===== config.mk =====
export PLATFORM = sky130hd
export DESIGN_NAME = mcw_top
export DESIGN_NICKNAME = d
export VERILOG_FILES = /design/src/rtl/mcw_pkg.sv /design/src/rtl/mcw_match_ctr.sv /design/src/rtl/mcw_toggle_ctr.sv /design/src/rtl/mcw_regs.sv /design/src/rtl/mcw_events.sv /design/src/rtl/mcw_top.sv
export SDC_FILE = /design/constraint.sdc
export NUM_CORES = 1
export LEC_CHECK = 0
export ABC_AREA = 0
export BUFFER_PORTS_ARGS = -buffer_cell sky130_fd_sc_hd__buf_4
export CORE_MARGIN = 3
export CORE_UTILIZATION = 68
export CTS_BUF_LIST = sky130_fd_sc_hd__clkbuf_8
export CTS_CLUSTER_DIAMETER = 80
export DETAILED_ROUTE_END_ITERATION = 10
export PLACE_DENSITY = 0.89
export REMOVE_ABC_BUFFERS = 1
export SYNTH_ARGS = -nofsm -noshare
export SYNTH_HDL_FRONTEND = slang
export SYNTH_SLANG_ARGS = --single-unit

===== constraint.sdc =====
create_clock -name clk -period 5.7 [get_ports clk]
set_clock_uncertainty 0.2 [all_clocks]
set_input_delay 0.57 -clock clk [delete_from_list [all_inputs] [get_ports clk]]
set_output_delay 0.57 -clock clk [all_outputs]
set_load 0.02 [all_outputs]

===== src/rtl/mcw_pkg.sv =====
package mcw_pkg;
  typedef enum logic [1:0] {
    ACT_NONE = 2'd0,
    ACT_IRQ  = 2'd1,
    ACT_WDOG = 2'd2,
    ACT_RSVD = 2'd3
  } act_t;

  typedef enum logic [1:0] {
    LK_SHUT = 2'd0,
    LK_HALF = 2'd1,
    LK_OPEN = 2'd2
  } lk_t;

  localparam int A_LOCK   = 0;
  localparam int A_CTRL   = 1;
  localparam int A_MATCH0 = 2;
  localparam int A_MATCH1 = 3;
  localparam int A_MODE   = 4;
  localparam int A_MASK   = 5;
  localparam int A_STAT   = 6;
  localparam int A_CRST   = 7;
  localparam int A_CNT0   = 8;
  localparam int A_CNT1   = 9;
  localparam int A_CNT2   = 10;

  localparam logic [31:0] KEY_A = 32'h0000_00A5;
  localparam logic [31:0] KEY_B = 32'h0000_005A;

  typedef struct packed {
    logic [2:0] en;
    act_t       act0;
    act_t       act1;
    act_t       act2;
    logic       clr0;
    logic       clr1;
    logic       casc01;
    logic       casc12;
    logic [2:0] mask;
  } cfg_t;
endpackage


===== src/rtl/mcw_match_ctr.sv =====
module mcw_match_ctr #(
  parameter int W = 16
) (
  input  logic         clk,
  input  logic         rst_n,
  input  logic         tick,
  input  logic         adv,
  input  logic         en,
  input  logic         wrap_mode,
  input  logic [W-1:0] match,
  input  logic         zap,
  output logic [W-1:0] cnt,
  output logic         evt
);
  logic         pend;
  logic         apply_zap;
  logic         step;
  logic [W-1:0] nxt;

  assign apply_zap = tick & pend;
  assign step      = adv & en & ~apply_zap;
  assign nxt       = cnt + 1'b1;
  assign evt       = step & (nxt == match);

  always_ff @(posedge clk or negedge rst_n) begin
    if (!rst_n) begin
      cnt  <= '0;
      pend <= 1'b0;
    end else begin
      if (zap)       pend <= 1'b1;
      else if (tick) pend <= 1'b0;
      if (apply_zap)           cnt <= '0;
      else if (step) begin
        if (evt && wrap_mode)  cnt <= '0;
        else                   cnt <= nxt;
      end
    end
  end

  // the count is frozen on cycles without a tick
  p_hold_no_tick_r10: assert property (@(posedge clk) disable iff (!rst_n)
    !tick |=> $stable(cnt));
  // a pending zero request clears the count on the next tick
  p_zap_clears_r11: assert property (@(posedge clk) disable iff (!rst_n)
    (tick && pend) |=> (cnt == '0));
endmodule


===== src/rtl/mcw_toggle_ctr.sv =====
module mcw_toggle_ctr #(
  parameter int W   = 32,
  parameter int TBW = $clog2(W)
) (
  input  logic           clk,
  input  logic           rst_n,
  input  logic           tick,
  input  logic           adv,
  input  logic           en,
  input  logic [TBW-1:0] tbit,
  input  logic           zap,
  output logic [W-1:0]   cnt,
  output logic           evt
);
  logic         pend;
  logic         apply_zap;
  logic         step;
  logic [W-1:0] nxt;

  assign apply_zap = tick & pend;
  assign step      = adv & en & ~apply_zap;
  assign nxt       = cnt + 1'b1;
  assign evt       = step & ~cnt[tbit] & nxt[tbit];

  always_ff @(posedge clk or negedge rst_n) begin
    if (!rst_n) begin
      cnt  <= '0;
      pend <= 1'b0;
    end else begin
      if (zap)            pend <= 1'b1;
      else if (tick)      pend <= 1'b0;
      if (apply_zap)      cnt <= '0;
      else if (step)      cnt <= nxt;
    end
  end

  // after an event the selected bit of the count is set
  p_bit_set_after_evt_r4: assert property (@(posedge clk) disable iff (!rst_n)
    evt |=> cnt[$past(tbit)]);
  // the long count is frozen on cycles without a tick
  p_hold_no_tick_long_r10: assert property (@(posedge clk) disable iff (!rst_n)
    !tick |=> $stable(cnt));
endmodule


===== src/rtl/mcw_regs.sv =====
module mcw_regs
  import mcw_pkg::*;
#(
  parameter int AW  = 4,
  parameter int DW  = 32,
  parameter int SW  = 16,
  parameter int LW  = 32,
  parameter int TBW = $clog2(LW)
) (
  input  logic           clk,
  input  logic           rst_n,
  input  logic           wr,
  input  logic [AW-1:0]  addr,
  input  logic [DW-1:0]  wdata,
  input  logic [SW-1:0]  cnt0,
  input  logic [SW-1:0]  cnt1,
  input  logic [LW-1:0]  cnt2,
  input  logic [2:0]     stat_raw,
  output cfg_t           cfg,
  output logic [SW-1:0]  m0,
  output logic [SW-1:0]  m1,
  output logic [TBW-1:0] tbit,
  output logic [2:0]     stat_clr,
  output logic [2:0]     crst,
  output logic [DW-1:0]  rdata
);
  lk_t        lk;
  logic       cfg_we;
  logic [2:0] en_q;
  logic [2:0] mask_q;
  logic [1:0] a0_q, a1_q, a2_q;
  logic       clr0_q, clr1_q, c01_q, c12_q;

  logic hit_lock, hit_ctrl, hit_m0, hit_m1, hit_mode, hit_mask, hit_stat, hit_crst;
  assign hit_lock = (addr == AW'(A_LOCK));
  assign hit_ctrl = (addr == AW'(A_CTRL));
  assign hit_m0   = (addr == AW'(A_MATCH0));
  assign hit_m1   = (addr == AW'(A_MATCH1));
  assign hit_mode = (addr == AW'(A_MODE));
  assign hit_mask = (addr == AW'(A_MASK));
  assign hit_stat = (addr == AW'(A_STAT));
  assign hit_crst = (addr == AW'(A_CRST));

  assign cfg_we   = wr & (lk == LK_OPEN) & ~hit_lock;
  assign stat_clr = (wr && hit_stat) ? wdata[2:0] : 3'b000;
  assign crst     = (cfg_we && hit_crst) ? wdata[2:0] : 3'b000;

  always_ff @(posedge clk or negedge rst_n) begin
    if (!rst_n) begin
      lk     <= LK_SHUT;
      en_q   <= '0;
      mask_q <= '0;
      a0_q   <= '0;
      a1_q   <= '0;
      a2_q   <= '0;
      clr0_q <= 1'b0;
      clr1_q <= 1'b0;
      c01_q  <= 1'b0;
      c12_q  <= 1'b0;
      tbit   <= '0;
      m0     <= '0;
      m1     <= '0;
    end else begin
      if (wr) begin
        unique case (lk)
          LK_SHUT: if (hit_lock && wdata == DW'(KEY_A)) lk <= LK_HALF;
          LK_HALF: lk <= (hit_lock && wdata == DW'(KEY_B)) ? LK_OPEN : LK_SHUT;
          LK_OPEN: if (hit_lock) lk <= (wdata == DW'(KEY_A)) ? LK_HALF : LK_SHUT;
          default: lk <= LK_SHUT;
        endcase
      end
      if (cfg_we && hit_ctrl) en_q <= wdata[2:0];
      if (cfg_we && hit_m0)   m0   <= wdata[SW-1:0];
      if (cfg_we && hit_m1)   m1   <= wdata[SW-1:0];
      if (cfg_we && hit_mode) begin
        a0_q   <= wdata[1:0];
        a1_q   <= wdata[3:2];
        a2_q   <= wdata[5:4];
        clr0_q <= wdata[8];
        clr1_q <= wdata[9];
        c01_q  <= wdata[12];
        c12_q  <= wdata[13];
        tbit   <= wdata[16 +: TBW];
      end
      if (wr && hit_mask) mask_q <= wdata[2:0];
    end
  end

  always_comb begin
    cfg        = '0;
    cfg.en     = en_q;
    cfg.act0   = act_t'(a0_q);
    cfg.act1   = act_t'(a1_q);
    cfg.act2   = act_t'(a2_q);
    cfg.clr0   = clr0_q;
    cfg.clr1   = clr1_q;
    cfg.casc01 = c01_q;
    cfg.casc12 = c12_q;
    cfg.mask   = mask_q;
  end

  always_comb begin
    rdata = '0;
    case (addr)
      AW'(A_LOCK):   rdata = DW'(lk == LK_OPEN);
      AW'(A_CTRL):   rdata = DW'(en_q);
      AW'(A_MATCH0): rdata = DW'(m0);
      AW'(A_MATCH1): rdata = DW'(m1);
      AW'(A_MODE):   rdata = DW'({tbit, 2'b00, c12_q, c01_q, 2'b00, clr1_q, clr0_q,
                                  2'b00, a2_q, a1_q, a0_q});
      AW'(A_MASK):   rdata = DW'(mask_q);
      AW'(A_STAT):   rdata = DW'({stat_raw, 1'b0, stat_raw & mask_q});
      AW'(A_CNT0):   rdata = DW'(cnt0);
      AW'(A_CNT1):   rdata = DW'(cnt1);
      AW'(A_CNT2):   rdata = DW'(cnt2);
      default:       rdata = '0;
    endcase
  end

  // while not open, an enable write leaves the enables untouched
  p_shut_ignores_r2: assert property (@(posedge clk) disable iff (!rst_n)
    (wr && hit_ctrl && lk != LK_OPEN) |=> $stable(en_q));
  // the open state is reached only through the half state
  p_open_via_half_r2: assert property (@(posedge clk) disable iff (!rst_n)
    $rose(lk == LK_OPEN) |-> $past(lk == LK_HALF));
endmodule


===== src/rtl/mcw_events.sv =====
module mcw_events
  import mcw_pkg::*;
#(
  parameter int N = 3
) (
  input  logic         clk,
  input  logic         rst_n,
  input  logic [N-1:0] evt,
  input  logic [N-1:0] en,
  input  act_t         act [N],
  input  logic [N-1:0] mask,
  input  logic [N-1:0] clr,
  output logic [N-1:0] status,
  output logic         irq,
  output logic         rst_req
);
  logic [N-1:0] armed;
  logic [N-1:0] wdog;

  for (genvar i = 0; i < N; i++) begin : g_act
    assign armed[i] = (act[i] == ACT_IRQ) || (act[i] == ACT_WDOG);
    assign wdog[i]  = (act[i] == ACT_WDOG);
  end

  always_ff @(posedge clk or negedge rst_n) begin
    if (!rst_n) begin
      status  <= '0;
      rst_req <= 1'b0;
    end else begin
      status  <= en & ((evt & armed) | (status & ~clr));
      rst_req <= |(evt & wdog & status);
    end
  end

  assign irq = |(status & mask);

  // the reset request never lasts longer than one clock
  p_rst_one_clock_r7: assert property (@(posedge clk) disable iff (!rst_n)
    rst_req |=> !rst_req);
  // a reset request needs an already pending status bit
  p_rst_needs_pending_r7: assert property (@(posedge clk) disable iff (!rst_n)
    $rose(rst_req) |-> ($past(status) != '0));
  // a counter disabled in one cycle has no status bit in the next
  p_disabled_clear_r10: assert property (@(posedge clk) disable iff (!rst_n)
    ((status & ~$past(en)) == '0));
  // a status bit rises only from an event of its counter
  p_status_from_evt_r6: assert property (@(posedge clk) disable iff (!rst_n)
    ((status & ~$past(status) & ~$past(evt)) == '0));
endmodule


===== src/rtl/mcw_top.sv =====
module mcw_top
  import mcw_pkg::*;
#(
  parameter int AW = 4,
  parameter int DW = 32,
  parameter int SW = 16,
  parameter int LW = 32
) (
  input  logic          clk,
  input  logic          rst_n,
  input  logic          tick_en,
  input  logic          reg_wr,
  input  logic [AW-1:0] reg_addr,
  input  logic [DW-1:0] reg_wdata,
  output logic [DW-1:0] reg_rdata,
  output logic          irq,
  output logic          rst_req
);
  localparam int TBW = $clog2(LW);
  localparam int NC  = 3;

  cfg_t           cfg;
  logic [SW-1:0]  m0, m1, cnt0, cnt1;
  logic [LW-1:0]  cnt2;
  logic [TBW-1:0] tbit;
  logic [2:0]     stat_clr, crst, status, evt;
  logic           adv1, adv2;
  act_t           acts [NC];

  assign adv1 = cfg.casc01 ? evt[0] : tick_en;
  assign adv2 = cfg.casc12 ? evt[1] : tick_en;
  assign acts[0] = cfg.act0;
  assign acts[1] = cfg.act1;
  assign acts[2] = cfg.act2;

  mcw_regs #(.AW(AW), .DW(DW), .SW(SW), .LW(LW), .TBW(TBW)) u_regs (
    .clk(clk), .rst_n(rst_n), .wr(reg_wr), .addr(reg_addr), .wdata(reg_wdata),
    .cnt0(cnt0), .cnt1(cnt1), .cnt2(cnt2), .stat_raw(status),
    .cfg(cfg), .m0(m0), .m1(m1), .tbit(tbit),
    .stat_clr(stat_clr), .crst(crst), .rdata(reg_rdata)
  );

  mcw_match_ctr #(.W(SW)) u_c0 (
    .clk(clk), .rst_n(rst_n), .tick(tick_en), .adv(tick_en), .en(cfg.en[0]),
    .wrap_mode(cfg.clr0), .match(m0), .zap(crst[0]), .cnt(cnt0), .evt(evt[0])
  );

  mcw_match_ctr #(.W(SW)) u_c1 (
    .clk(clk), .rst_n(rst_n), .tick(tick_en), .adv(adv1), .en(cfg.en[1]),
    .wrap_mode(cfg.clr1), .match(m1), .zap(crst[1]), .cnt(cnt1), .evt(evt[1])
  );

  mcw_toggle_ctr #(.W(LW), .TBW(TBW)) u_c2 (
    .clk(clk), .rst_n(rst_n), .tick(tick_en), .adv(adv2), .en(cfg.en[2]),
    .tbit(tbit), .zap(crst[2]), .cnt(cnt2), .evt(evt[2])
  );

  mcw_events #(.N(NC)) u_evt (
    .clk(clk), .rst_n(rst_n), .evt(evt), .en(cfg.en), .act(acts),
    .mask(cfg.mask), .clr(stat_clr), .status(status), .irq(irq), .rst_req(rst_req)
  );

  // a chained C1 moves only in a cycle where C0 produced an event
  p_casc_c1_r5: assert property (@(posedge clk) disable iff (!rst_n)
    (cfg.casc01 && !evt[0] && !tick_en) |=> $stable(cnt1));
  // in wrap mode with a nonzero match the short count stays below it
  p_wrap_below_r3: assert property (@(posedge clk) disable iff (!rst_n)
    (cfg.clr0 && m0 != '0 && cnt0 < m0 && $stable(m0)) |=> (cnt0 < m0 || !$stable(m0)));
endmodule


; ---- Word-level counts from Yosys, hierarchy flattened
; Index checks and enable logic that the tools add are counted.
[op_classes]
eq_ne = 24
magnitude_cmp = 1
reduce_logical = 25
muxes = 26
n_addsub = 3
bitwise_logic = 28
[ops]
columns = cell, n
row1 = $pmux W32 S10, 1
row2 = $mux W16, 6
row3 = $mux W32, 2
row4 = $add A16 B1 Y16 const B, 2
row5 = $add A32 B1 Y32 const B, 1
row6 = $eq A16 B16 Y1, 2
row7 = $eq A32 B7 Y1 const B, 1
row8 = $eq A32 B8 Y1 const B, 1
row9 = $and A3 B3 Y3, 6
row10 = $eq A4 B3 Y1 const B, 4
row11 = $and A1 B1 Y1, 15
row12 = $eq A4 B4 Y1 const B, 3
row13 = $reduce_bool A2 Y1, 6
row14 = $logic_and A1 B1 Y1, 11
row15 = $bmux W1 S5, 2
row16 = $mux W1, 9
row17 = $eq A2 B1 Y1 const B, 4
row18 = $eq A2 B2 Y1 const B, 4
row19 = $eq A4 B2 Y1 const B, 2
row20 = $lt A5 B6 Y1 const B, 1
row21 = $mux W2, 3
row22 = $mux W3, 2
row23 = $pmux W2 S3, 1
row24 = $reduce_or A3 Y1, 2
row25 = 9 further kinds, 16
[totals]
out_inout_bits = 34
word_cells = 128
in_bits = 40
ff_bits = 126

; ---- Depth between registers and ports, before layout
[depth]
depth_word = 16
depth_mapped = 13
mapped_depth_nobuf = 10

; ---- Cells and area by module
; From an unflattened synthesis, not the netlist that was laid out.
[unflattened]
hier_cells = 1024
hier_area_um2 = 9444.1
[by_module_without_submodules]
columns = mod, n_inst, cells_each, seq_area_each_um2, area_per_inst_um2
row1 = mcw_regs, 1, 274, 1376.3, 3189.3
row2 = mcw_match_ctr, 2, 188, 425.4, 1559.0
row3 = mcw_toggle_ctr, 1, 347, 825.8, 2867.8
row4 = mcw_events, 1, 25, 100.1, 242.7
row5 = mcw_top, 1, 2, 0.0, 26.3

; ---- Worst setup path before layout
; Ideal clock, no wire load.
[synth_timing]
path_kind = register -> register
start = reg u_c0.cnt[0]
end = reg u_c2.cnt[27]
required_time_ps = 5431
synth_period_minus_slack_ps = 3073
path_buffers = 1
setup_time_ps = 69
stages_incl_launch_ff = 12
arrival_ps = 2804
slack_ps = 2627
path_cell_list = dfrtp_1 > ha_1 > clkbuf_2 > and4_1 > nand4_1 > or4_1 > a21oi_1 > nand4_1 > nand2_2 > a31oi_4 > or4_1 > nand3_1
[synth_between]
elab_chain_len = 11
[synth_rtl]
columns = item, line_no
row1 = from (decl), mcw_match_ctr.sv:12  ; output logic [W-1:0] cnt,
row2 = from (signal assigned), mcw_match_ctr.sv:35  ; else cnt <= nxt;
row3 = $add A16 B1 Y16, mcw_match_ctr.sv:22  ; assign nxt = cnt + 1'b1;
row4 = $eq A16 B16 Y1, mcw_match_ctr.sv:23  ; assign evt = step & (nxt == match);
row5 = $and A1 B1 Y1, mcw_match_ctr.sv:23
row6 = $mux W1, mcw_top.sv:30  ; assign adv1 = cfg.casc01 ? evt[0] : tick_en;
row7 = $and A1 B1 Y1 (2 in series), mcw_match_ctr.sv:21  ; assign step = adv & en & ~apply_zap;
row8 = $and A1 B1 Y1, mcw_match_ctr.sv:23
row9 = $mux W1, mcw_top.sv:31  ; assign adv2 = cfg.casc12 ? evt[1] : tick_en;
row10 = $and A1 B1 Y1 (2 in series), mcw_toggle_ctr.sv:21  ; assign step = adv & en & ~apply_zap;
row11 = $reduce_bool A2 Y1 (no line), --
row12 = to (signal assigned), mcw_toggle_ctr.sv:33  ; else if (step) cnt <= nxt;
row13 = to (decl), mcw_toggle_ctr.sv:12  ; output logic [W-1:0] cnt,
; No other way between the ends.
; A chain may end at the register's enable or synchronous reset.

; ---- Worst setup path in the final report
[layout_timing]
start = reg u_c1.cnt[0]
end = reg u_evt.rst_req
[layout_between]
elab_chain_len = 11
[layout_rtl]
columns = item, line_no
row1 = from (decl), mcw_match_ctr.sv:12
row2 = from (signal assigned), mcw_match_ctr.sv:35
row3 = $add A16 B1 Y16 *, mcw_match_ctr.sv:22
row4 = $eq A16 B16 Y1 *, mcw_match_ctr.sv:23
row5 = $and A1 B1 Y1 *, mcw_match_ctr.sv:23
row6 = $mux W1, mcw_top.sv:31
row7 = $and A1 B1 Y1 (2 in series), mcw_toggle_ctr.sv:21
row8 = $and A1 B1 Y1 (2 in series), mcw_toggle_ctr.sv:23  ; assign evt = step & ~cnt[tbit] & nxt[tbit];
row9 = $and A3 B3 Y3 * (2 in series), mcw_events.sv:31  ; rst_req <= |(evt & wdog & status);
row10 = $reduce_or A3 Y1 *, mcw_events.sv:31
row11 = to (signal assigned), mcw_events.sv:31
row12 = to (decl), mcw_events.sv:15  ; output logic rst_req
; Every way passes the cells marked *; elsewhere a longest branch is shown, timed or not.

==> parameters.txt <==
Parameter                              Value

Status
  Result of the run    complete, no violations

Placed design
  HPWL after detailed placement    20200 microns
  Placed instance count    1189
  Final Wtd Congestion    1.01
  Count of input and output buffers    73
  Placed instance area    9410 sq um

Drt
  Via-to-Cell Ratio    7.09
  Vias after detailed routing    8654
  DRT Wirelength    28200 microns
  Initial DRC Count    1356
  DRC violations left    0
  Average detailed-routed wire length per instance    23.1 microns
  Drt first pass iters    8
  Remaining number of nets flagged by the antenna check after routing    0

Clock tree
  CTS H-Tree Depth    4
  Clock Tree Buf Depth    2
  Number of gates given a new drive strength after cts    0
  Number of post-CTS setup repair buffers    0
  Root buffer cell    sky130_fd_sc_hd__clkbuf_8
  Clock sink count    126
  TritonCTS buffer count    17
  Insertion delay to the later sink of the worst-skew pair    0.45 ns
  Clock tree from TritonCTS    done
  Hold Buf Count CTS    0
  Clock transition time at the flip-flop clock pins of the worst setup and hold paths    0.08 ns

Synthesis
  Main area contributors after synthesis    sky130_fd_sc_hd__dfrtp_1, sky130_fd_sc_hd__mux2_2, sky130_fd_sc_hd__nand3_1, sky130_fd_sc_hd__xnor2_1, sky130_fd_sc_hd__nand2_1
  Number of different library cells in the post-synthesis netlist    76
  Commonest cells post-synth    sky130_fd_sc_hd__dfrtp_1, sky130_fd_sc_hd__nand3_1, sky130_fd_sc_hd__nand2_1, sky130_fd_sc_hd__mux2_2
  Synthesized flop and latch total    126
  Leading cell type by number of instances after synthesis    sky130_fd_sc_hd__dfrtp_1
  FFs w/ async S/R, synth    100%
  Syn Inst Count    1015
  Share of synthesized area occupied by flip-flops and latches    35.5%
  Dominant cell type by area after synthesis    sky130_fd_sc_hd__dfrtp_1
  Average instance area after synthesis    8.76 sq um
  Cell area after synthesis    8890 sq um
  Yosys top cell area share    35.5%
  Yosys warning total    0
  Number of flops mapped to enable cells by yosys    0
  Primary flip-flop cell chosen by synthesis mapping    sky130_fd_sc_hd__dfrtp_1

Timing
  Slew at the pin closest to its max-slew limit    1.27 ns
  Number of max-slew violations in the final report    0
  Final hold vios    0
  Maximum clock rate    0.241 GHz
  Period minus WS final    4.16 ns
  Final worst hold slack    0.0524 ns
  Relative slew margins    14.7%
  Setup Total Neg Slack    0 ns
  Count of final setup violators    0
  Setup repair after global routing missed its margin    false
  Final worst path period share    72.9%

Critical path
  Crit path kind    flip-flop to flip-flop
  Crit path arrival time    4.33 ns
  Kind of end point of the critical path    flip-flop
  Worst setup SP type    flip-flop
  Required time at the worst-slack endpoint    5.88 ns
  Crit path max fanout    30

Power and ir drop
  IR drop worst, VDD    191 uV
  Cell area power density    203 nW/um^2
  Reported leakage power    4.28 nW

Global routing
  First-pass GRT wire length    44400 microns
  Vias in the first global route    8148
  Overall routing resource usage    39.4%
  Final global-route overflow total    0
  Number of antenna violations at the first check in global routing    0
  Pin count of the biggest net entering global routing    71

Run
  Max-capacitance violation count    0

Die
  Starting Density    69.9%
  Row count    41
  Total Die Area    14500 sq um
  Horizontal die dimension    120 microns
  I/O pin count    74
  Core box area    12700 sq um
  DIE HEIGHT    120 microns

Finish
  Fin util    77.4%
  Layout net count    1082
  Fraction of final layout cells sized beyond drive strength 1    18.6%
  Signed area change from the synthesized netlist to the final layout    10.7%
  Non-filler cells in the finished layout    1221
  Final Cell Area    9850 sq um
  Antenna fix cells    0

Hold path
  Tightest Hold Check Type    primary input to asynchronous set/reset pin
-- state kept, by name, indices dropped and copies added (netlist names), 2 cells and up --
signal         cells
u_regs.tbit        5
u_regs.mask_q      3
u_regs.en_q        3
u_regs.a0_q        2
u_regs.m0         16
u_regs.lk          2
u_regs.a2_q        2
u_evt.status       3
u_regs.a1_q        2
u_c2.cnt          32
u_c1.cnt          16
u_regs.m1         16
u_c0.cnt          16
-- layer usage --
| metal | vias to the layer above | global-route usage [%] | wire length [microns] |
|---|---|---|---|
| li1 | 3824 | - | - |
| met1 | 4116 | 51.6 | 10500 |
| met2 | 597 | 61.7 | 13000 |
| met3 | 117 | 9.21 | 3300 |
| met4 | 0 | 19.5 | 1390 |
| met5 | - | 0 | 0 |
-- through the flow --
stage,total power (W),setup WS (ns)
floorplan,0.00104,2.22
global placement,0.00114,1.72
detailed placement,0.00114,1.69
CTS,0.00200,1.63
global route,0.00206,1.28
finish,0.00200,1.54
-- cell usage in the layout (no fill, tap or decap), types with 15 or more instances in the layout --
master,n
sky130_fd_sc_hd__inv_1,37
sky130_fd_sc_hd__a22o_1,16
sky130_fd_sc_hd__clkbuf_8,19
sky130_fd_sc_hd__nand2b_1,18
sky130_fd_sc_hd__a22oi_1,34
sky130_fd_sc_hd__nand2_1,83
sky130_fd_sc_hd__mux2_2,46
sky130_fd_sc_hd__o21ai_0,41
sky130_fd_sc_hd__dfrtp_1,126
sky130_fd_sc_hd__nor3_1,23
sky130_fd_sc_hd__a31oi_1,18
sky130_fd_sc_hd__a21o_1,15
sky130_fd_sc_hd__xnor2_1,39
sky130_fd_sc_hd__buf_4,85
sky130_fd_sc_hd__nand3_1,85
sky130_fd_sc_hd__nor2_1,35
sky130_fd_sc_hd__and2_1,17
sky130_fd_sc_hd__nand4_1,30
sky130_fd_sc_hd__or3_1,24
sky130_fd_sc_hd__nor4_1,15
sky130_fd_sc_hd__a21oi_1,40
-- cell type report --
type / count / area [sq um]
clock buffers: 19 / 262
clock inverters: 13 / 173
fillers: 935 / 2870
inverters: 34 / 128
multi-input cells: 772 / 5280
flip-flops and latches: 126 / 3150
well taps: 172 / 215
repair buffers: 85 / 638
-- cell families after synthesis --
family | count (synthesis) | synth area share [%]
AOI/OAI and AO/OA | 242 | 18.9
xor gates and xnor gates | 54 | 5.49
adders and majority gates | 6 | 0.844
buffers and inverters | 117 | 5.64
DFF | 126 | 35.5
muxes | 61 | 8.36
and+or+nand+nor | 409 | 25.3
-- where the power goes --
group / switching, W / internal [W] / leakage [nW]
Combinational: 0.0000936 / 0.0000644 / 2.38
Clock: 0.000380 / 0.000495 / 0.233
Sequential: 0.0000533 / 0.000917 / 1.67
-- worst max-delay path: stages, from the launching register on --
cell and delay, ns:
sky130_fd_sc_hd__dfrtp_1 0.58, sky130_fd_sc_hd__ha_1 0.43, sky130_fd_sc_hd__inv_1 0.15, sky130_fd_sc_hd__or4_1 0.68
sky130_fd_sc_hd__a221oi_2 0.32, sky130_fd_sc_hd__nand4b_1 0.14, sky130_fd_sc_hd__nor3_2 0.18, sky130_fd_sc_hd__and2_4 0.22
sky130_fd_sc_hd__a31o_2 0.62, sky130_fd_sc_hd__nand4_1 0.34, sky130_fd_sc_hd__o21ai_1 0.21
-- path summary, 6_finish.rpt --
check,slack [ns],startpoint,cells after the start,to
setup / recovery,1.54,u_c1.cnt[0],10,u_evt.rst_req
hold reg to reg,0.33,u_regs.lk[0],1,u_regs.lk[0]
min in group clk,0.15,reg_wdata[16],3,u_regs.tbit[0]
setup reg to reg,1.54,u_c1.cnt[0],10,u_evt.rst_req
hold / removal,0.05,rst_n,1,u_c2.cnt[25]
max in group asynchronous,3.93,rst_n,2,u_regs.m1[5]
(Power assumes the default switching activity.)
